File: config.mk
export PLATFORM = sky130hd
export DESIGN_NAME = prio_irq_ctrl
export DESIGN_NICKNAME = d
export VERILOG_FILES = /design/src/rtl/irqc_pkg.sv /design/src/rtl/irqc_prio_enc.sv /design/src/rtl/irqc_cfg_regs.sv /design/src/rtl/irqc_inservice.sv /design/src/rtl/prio_irq_ctrl.sv
export SDC_FILE = /design/constraint.sdc
export NUM_CORES = 1
export LEC_CHECK = 0
export BUFFER_PORTS_ARGS = -buffer_cell sky130_fd_sc_hd__buf_2
export CORE_MARGIN = 10
export CORE_UTILIZATION = 45
export DETAILED_ROUTE_END_ITERATION = 8
export GPL_TIMING_DRIVEN = 0
export PLACE_DENSITY = 0.66
export SLEW_MARGIN = 20
export SYNTH_ARGS = -nofsm -noshare
export SYNTH_HDL_FRONTEND = slang
export SYNTH_HIERARCHICAL = 1
export SYNTH_SLANG_ARGS = --single-unit
File: constraint.sdc
create_clock -name clk -period 5.85 [get_ports clk]
set_clock_uncertainty 0.1 [all_clocks]
set_input_delay 0.2925 -clock clk [delete_from_list [all_inputs] [get_ports clk]]
set_output_delay 0.2925 -clock clk [all_outputs]
set_load 0.01 [all_outputs]
File: src/rtl/irqc_pkg.sv
package irqc_pkg;
    localparam int NUM_LINES = 8;
    localparam int IDX_W     = $clog2(NUM_LINES);
    localparam int VEC_W     = 8;
    localparam int BASE_W    = VEC_W - IDX_W;

    typedef struct packed {
        logic                 irq;
        logic                 vec_valid;
        logic [VEC_W-1:0]     vec;
        logic [NUM_LINES-1:0] req;
    } irqc_state_t;
endpackage

File: src/rtl/irqc_prio_enc.sv
module irqc_prio_enc #(
    parameter int N     = 8,
    parameter int IDX_W = $clog2(N)
) (
    input  logic [N-1:0]     bits_i,
    output logic             found_o,
    output logic [IDX_W-1:0] idx_o
);
    always_comb begin
        found_o = 1'b0;
        idx_o   = '0;
        for (int i = N - 1; i >= 0; i--) begin
            if (bits_i[i]) begin
                found_o = 1'b1;
                idx_o   = IDX_W'(i);
            end
        end
    end
endmodule

File: src/rtl/irqc_cfg_regs.sv
module irqc_cfg_regs #(
    parameter int N      = 8,
    parameter int BASE_W = 5,
    parameter int DATA_W = 8
) (
    input  logic              clk,
    input  logic              rst_n,
    input  logic              we_i,
    input  logic              sel_i,
    input  logic [DATA_W-1:0] wdata_i,
    output logic [N-1:0]      mask_o,
    output logic [BASE_W-1:0] base_o
);
    logic [N-1:0]      mask_d, mask_q;
    logic [BASE_W-1:0] base_d, base_q;

    always_comb begin
        mask_d = mask_q;
        base_d = base_q;
        if (we_i) begin
            if (sel_i) base_d = wdata_i[BASE_W-1:0];
            else       mask_d = wdata_i[N-1:0];
        end
    end

    always_ff @(posedge clk or negedge rst_n) begin
        if (!rst_n) begin
            mask_q <= '1;
            base_q <= '0;
        end else begin
            mask_q <= mask_d;
            base_q <= base_d;
        end
    end

    assign mask_o = mask_q;
    assign base_o = base_q;
endmodule

File: src/rtl/irqc_inservice.sv
module irqc_inservice #(
    parameter int N     = 8,
    parameter int IDX_W = $clog2(N)
) (
    input  logic             clk,
    input  logic             rst_n,
    input  logic             set_i,
    input  logic [IDX_W-1:0] set_idx_i,
    input  logic             clr_i,
    output logic [N-1:0]     isr_o
);
    logic [N-1:0] isr_d, isr_q;
    logic [N-1:0] keep_mask;
    logic [N-1:0] set_mask;

    always_comb begin
        // x & (x-1) drops the lowest set bit, which is the most urgent entry
        keep_mask = clr_i ? (isr_q - N'(1)) : '1;
        set_mask  = set_i ? (N'(1) << set_idx_i) : '0;
        isr_d     = (isr_q & keep_mask) | set_mask;
    end

    always_ff @(posedge clk or negedge rst_n) begin
        if (!rst_n) isr_q <= '0;
        else        isr_q <= isr_d;
    end

    assign isr_o = isr_q;
endmodule

File: src/rtl/prio_irq_ctrl.sv
module prio_irq_ctrl
    import irqc_pkg::*;
(
    input  logic             clk,
    input  logic             rst_n,
    input  logic [7:0]       irq_lines,
    input  logic             cfg_we,
    input  logic             cfg_sel,
    input  logic [7:0]       cfg_wdata,
    input  logic             ack,
    input  logic             eoi,
    output logic             irq_out,
    output logic             vec_valid,
    output logic [7:0]       vec_out
);
    irqc_state_t st_d, st_q;

    logic [NUM_LINES-1:0] mask_q;
    logic [BASE_W-1:0]    base_q;
    logic [NUM_LINES-1:0] isr_q;
    logic [NUM_LINES-1:0] pend;
    logic                 p_found, s_found;
    logic [IDX_W-1:0]     p_idx, s_idx;
    logic                 outrank;
    logic                 take;

    irqc_cfg_regs #(.N(NUM_LINES), .BASE_W(BASE_W), .DATA_W(VEC_W)) u_cfg (
        .clk     (clk),
        .rst_n   (rst_n),
        .we_i    (cfg_we),
        .sel_i   (cfg_sel),
        .wdata_i (cfg_wdata),
        .mask_o  (mask_q),
        .base_o  (base_q)
    );

    irqc_inservice #(.N(NUM_LINES)) u_isr (
        .clk       (clk),
        .rst_n     (rst_n),
        .set_i     (take),
        .set_idx_i (p_idx),
        .clr_i     (eoi),
        .isr_o     (isr_q)
    );

    assign pend = st_q.req & ~mask_q;

    irqc_prio_enc #(.N(NUM_LINES)) u_pend_enc (
        .bits_i  (pend),
        .found_o (p_found),
        .idx_o   (p_idx)
    );

    irqc_prio_enc #(.N(NUM_LINES)) u_svc_enc (
        .bits_i  (isr_q),
        .found_o (s_found),
        .idx_o   (s_idx)
    );

    always_comb begin
        outrank = p_found && (!s_found || (p_idx < s_idx));
        take    = ack && st_q.irq && p_found;

        st_d           = st_q;
        st_d.irq       = outrank && !take;
        st_d.vec_valid = take;
        st_d.vec       = take ? {base_q, p_idx} : '0;
        st_d.req       = irq_lines & ~(take ? (NUM_LINES'(1) << p_idx) : '0);
    end

    always_ff @(posedge clk or negedge rst_n) begin
        if (!rst_n) st_q <= '0;
        else        st_q <= st_d;
    end

    assign irq_out   = st_q.irq;
    assign vec_valid = st_q.vec_valid;
    assign vec_out   = st_q.vec;
endmodule

### Yosys cells after proc, flatten, opt, wreduce, memory -nomap -nowiden

Index checks and enable logic that the tools add are counted.

* output and inout bits: 10
* register bits: 39
* bits of input ports: 22
* word-level logic and storage cells: 61

* muxes and demuxes: 35
* shift operators: 1
* add/sub/neg operators: 1
* bitwise gates (word level): 7
* $lt $le $gt $ge: 1
* reduce and logical (&&, ||, !) cells: 9

Operators by type and width (number)
* two-way mux 3 bit: 16
* bitwise AND 8 bit: 3
* two-way mux 8 bit: 3
* two-way mux 1 bit: 16
* NOT 8 bit: 2
* bitwise OR 8 bit: 1
* left shift 1 x 3 -> 8 bit (first input constant): 1
* subtractor 8 x 1 -> 8 bit (second input constant): 1
* logical AND 1 bit: 4
* AND reduction 2 bit: 2
* less-than comparator 3 bit: 1
* logical NOT 1 bit: 2
* logical OR 1 bit: 1
* NOT 1 bit: 1

### Longest topological paths before layout

* depth after elaboration: 14
* mapped depth: 8
* mapped depth without buffers: 8

### Hierarchy

The synthesis kept the hierarchy.

By module, submodules not included
* prio_irq_ctrl: times used 1, area an instance 784.5 um^2, cells each 65, sequential area each 450.4 um^2
* irqc_cfg_regs: times used 1, area an instance 510.5 um^2, cells each 29, sequential area each 335.3 um^2
* irqc_inservice: times used 1, area an instance 375.4 um^2, cells each 32, sequential area each 200.2 um^2
* irqc_prio_enc: times used 2, area an instance 80.1 um^2, cells each 13, sequential area each 0.0 um^2

### Worst setup path before layout

OpenSTA, ideal clock, no wires.

* path type: register to register
* start: register u_cfg.mask_q[5], in the netlist u_cfg/mask_o[5]
* end: register st_q, in the netlist irq_out
* required time: 5.685 ns
* period minus slack after synthesis: 2.366 ns
* slack: 3.484 ns
* library setup time: 0.065 ns
* path buffers: 0
* stages on the path, launching flop included: 8
* data arrival time: 2.201 ns
* cells stage by stage: dfstp_2 nor2b_1 nor2_1 o21ai_0 a211oi_1 ha_1 a211oi_1 o211a_1

RTL lines
* start, declared: line irqc_cfg_regs.sv:14 `logic [N-1:0] mask_d, mask_q;`
* start signal, assigned: line irqc_cfg_regs.sv:31 `mask_q <= mask_d;`
* end signal, assigned: line prio_irq_ctrl.sv:73 `else st_q <= st_d;`
* end, declared: line prio_irq_ctrl.sv:16 `irqc_state_t st_d, st_q;`

==> run summary <==
The I/O pin count is 32. The number of sinks on the clock net is 39. The number of antenna violations at the first check in global routing came out at 0. The first-pass detailed-route iteration total is 4. The worst setup path is of the reg2reg kind. The first global-routing pass estimated around 6.5 mm of wire. The later pin in the worst-skew pair is clocked with a latency of 0.28 ns. The share of the synthesized area in the top cell type came out at 0.424.

Of all flip-flops after synthesis, the portion carrying an async set or reset was 1.00. The number of global-route vias before repair is 1387. The worst-case headroom to the max-slew limit came out at 0.435. The sequential fraction of the synthesis area is 0.539. Setup repair after global routing left no endpoint under its margin. The endpoint identified for the worst register-to-register timing path is irq_out. The data required time at the worst endpoint came out at between 5 and 6 ns. The type of the worst min-delay path is in2async. The floorplan step set the die width to approximately 84 um. TritonCTS built the clock tree. dfrtp_1 is the most common cell in the netlist. The starting utilization of the core area came out at 0.461. In the final timing run, aggregate negative setup slack is 0 ns.

The number of buffers inserted for hold repair after clock tree synthesis is 0. The first-iteration detailed-routing DRC count came out at 28. The die outline area came out at 7020 um^2.

The cell type of the slowest stage on the worst timing path is a211oi_2. On the worst path, the slowest cell contributes a delay of 0.74 ns. The final standard cell count with taps included and fillers excluded is 242. The total global-route track usage is 0.110. The remaining global-route overflow is 0.

The number of buffers inserted during clock tree synthesis came out at 5. The layout-stage area growth over the synthesis result is 19.3%. The number of inserted diodes came out at 0. Entering global routing, the biggest net connects 40 pins. The cell type with the largest total area after synthesis is dfrtp_1. The worst setup path is launched from a flip-flop. The number of max-slew violations in the final report was 0. The number of cells upsized or downsized after cts is 0.

The maximum clock path buffer count is 2. The reported max-cap violation count is 0. The worst endpoint data arrival time is 2.63 ns. In the final layout, flip-flops and latches occupy 986 um^2. The combined buffer and inverter count along the critical path came out at 0. The area of the mapped netlist came out at roughly 1800 um^2.

The number of fill cells in the layout is 365. The post-CTS repair timing setup buffer count came out at 0. Of all nets on the critical path, the largest fanout is 12. The floorplan has 23 rows.

The flow ran to the end, and the final reports show no timing, DRC or antenna violations. The number of synthesized flops with an enable pin is 0. The count of nets after finishing is roughly 220. The commonest cells after synthesis are dfrtp_1 (31), mux2_2 (13), nor2b_1 (13). The depth of the most critical reg-to-reg path came out at 7. In the post-synthesis netlist, the biggest area contributors are dfrtp_1 (42%), dfstp_2 (11%), mux2_2 (8.0%). Dividing total power by cell area gives a power density of 397 nW/um^2. The peak-usage layer in the global routing report is met2.

The post-synthesis net count came out at 177. The total via count after detailed routing came out at about 1300. The area used by multi-input combinational logic is about 750 um^2. The post-placement cell count came out at 234. Setup violations remaining at the end of the flow were counted as 0. Across the VDD grid, the largest voltage drop is 199 uV. The worst-margin pin slew is 0.847 ns. The number of warnings printed during yosys synthesis is 6. The vertical die dimension came out at 83.8 um. The fraction of met2 tracks used by global routing is 0.174.

After technology mapping, the gate count stands at 152. The number of nets with antenna violations after routing is 0. The final design area excluding fillers came out at roughly 2200 um^2. The global routing met3 resource utilization came out at 0.0361. Among all flip-flop cells after synthesis, the most frequent one is dfrtp_1.

The average footprint of a synthesized cell is 12.0 um^2. The number of remaining DRC errors came out at 0. The reg-to-reg critical path startpoint is u_cfg/mask_o[4]. The global routing usage on met1 came out at 0.136.

Subtracting the final worst setup slack from the clock period gives 2.50 ns. The top achievable clock speed came out at 0.400 GHz. The count of input and output buffers is 31. The worst register-to-register path has a setup slack of 3.35 ns. For this design the static power due to leakage is slightly above 0.001 uW. Dividing the detail-routed via count by the number of cells gives around 5.2. Grouping stages by cell kind, the critical path spends the most delay in compound AO/OA/AOI/OAI gates. Summed over all layers, the routed wires come to 3.80 mm. The cell area after placement came out at between 2000 and 2500 um^2. Routability-driven placement finished with a final weighted congestion of 0.812.

The floorplan core area is 3970 um^2. The final cycle utilization of the critical path is 0.428. The unique cell type count in the Yosys netlist is 33. The share of post-route cells with drive strength above 1 is 0.422. The number of hold violations in the final report came out at 0. Clock-pin slew was measured on the worst setup and hold paths at 0.08 ns. The per-cell routed wire length came out at 15.7 um.

The root cell of the clock tree is clkbuf_8. The signal on the critical path passes through nor2b_1, nor2_1, o21ai_0, a211oi_2, ha_1, a211oi_1, o211a_1. Detailed placement finished with a half-perimeter wire length of 2.82 mm. The number of H-tree levels is 2. The element type at the critical path end is a flip-flop. The flip-flop and latch count after synthesis came out at 39.
[worst max path at each step]
stage / startpoint / to / slack (ns) / depth (start not counted)
5_1_grt: u_cfg/mask_o[4] / irq_out / 3.15 / 7
3_3_place_gp: u_cfg/mask_o[2] / u_isr/isr_o[2] / 2.73 / 4
3_5_place_dp: u_cfg/mask_o[5] / irq_out / 3.36 / 7
4_1_cts: u_cfg/mask_o[5] / irq_out / 3.33 / 7
6_report: u_cfg/mask_o[4] / irq_out / 3.35 / 7
2_1_floorplan: u_cfg/mask_o[5] / irq_out / 3.48 / 7
[state kept, by name (all words and copies together), names as in the netlist]
| register | count |
|---|---|
| u_cfg/mask_o | 8 |
| st_q | 8 |
| irq_out | 1 |
| vec_out | 8 |
| vec_valid | 1 |
| u_cfg/base_o | 5 |
| u_isr/isr_o | 8 |
[report_power, final]
part           total (uW)  internal (uW)  switching, uW
clock                 230            138           91.6
combinational         267            126            142
sequential            370            325           44.3
[layout by cell type (no fill, tap or decap), drive strengths merged, types with 6 or more instances in the layout]
cell type	n
nand2	9
o31ai	8
clkbuf	6
dfstp	8
and2	7
buf	41
mux2	13
nor2b	14
dfrtp	31
inv	9
[worst register-to-register path, cell delays in order (launching register included)]
cell,delay [ns]
dfstp_2,0.55
nor2b_1,0.07
nor2_1,0.08
o21ai_0,0.12
a211oi_2,0.74
ha_1,0.36
a211oi_1,0.24
o211a_1,0.19
[kinds of logic after synthesis]
kind of cell    after synthesis  share of synthesized area
compound gates               33                      0.144
fa+ha+maj                     3                     0.0205
buf+inv                      19                     0.0601
flops                        39                      0.539
mux                          13                     0.0800
simple gates                 45                      0.157
[per-stage QoR]
step	utilization	setup slack [ns]	hold slack (ns)	power, uW
CTS	0.550	3.33	0.0353	873
global placement	0.516	2.73	0.336	625
detailed placement	0.520	3.36	0.355	643
global route	0.550	3.15	0.0798	928
floorplan	-	3.48	-0.103	556
finish	0.550	3.35	0.00584	867
[metal layers]
layer	up-vias	routed length, um
met3	4	223
li1	612	-
met4	0	36
met5	-	0
met1	615	1760
met2	34	1780
[final cells by class]
class | count | share of cell area
repair buffers | 32 | 0.0734
multi-input cells | 94 | 0.342
clock buffers | 6 | 0.0378
flip-flops and latches | 39 | 0.452
plain buffers | 9 | 0.0327
inverters | 10 | 0.0178
well taps | 50 | 0.0287
clock inverters | 2 | 0.0160
No activity file was read; power rests on OpenSTA's default activity.
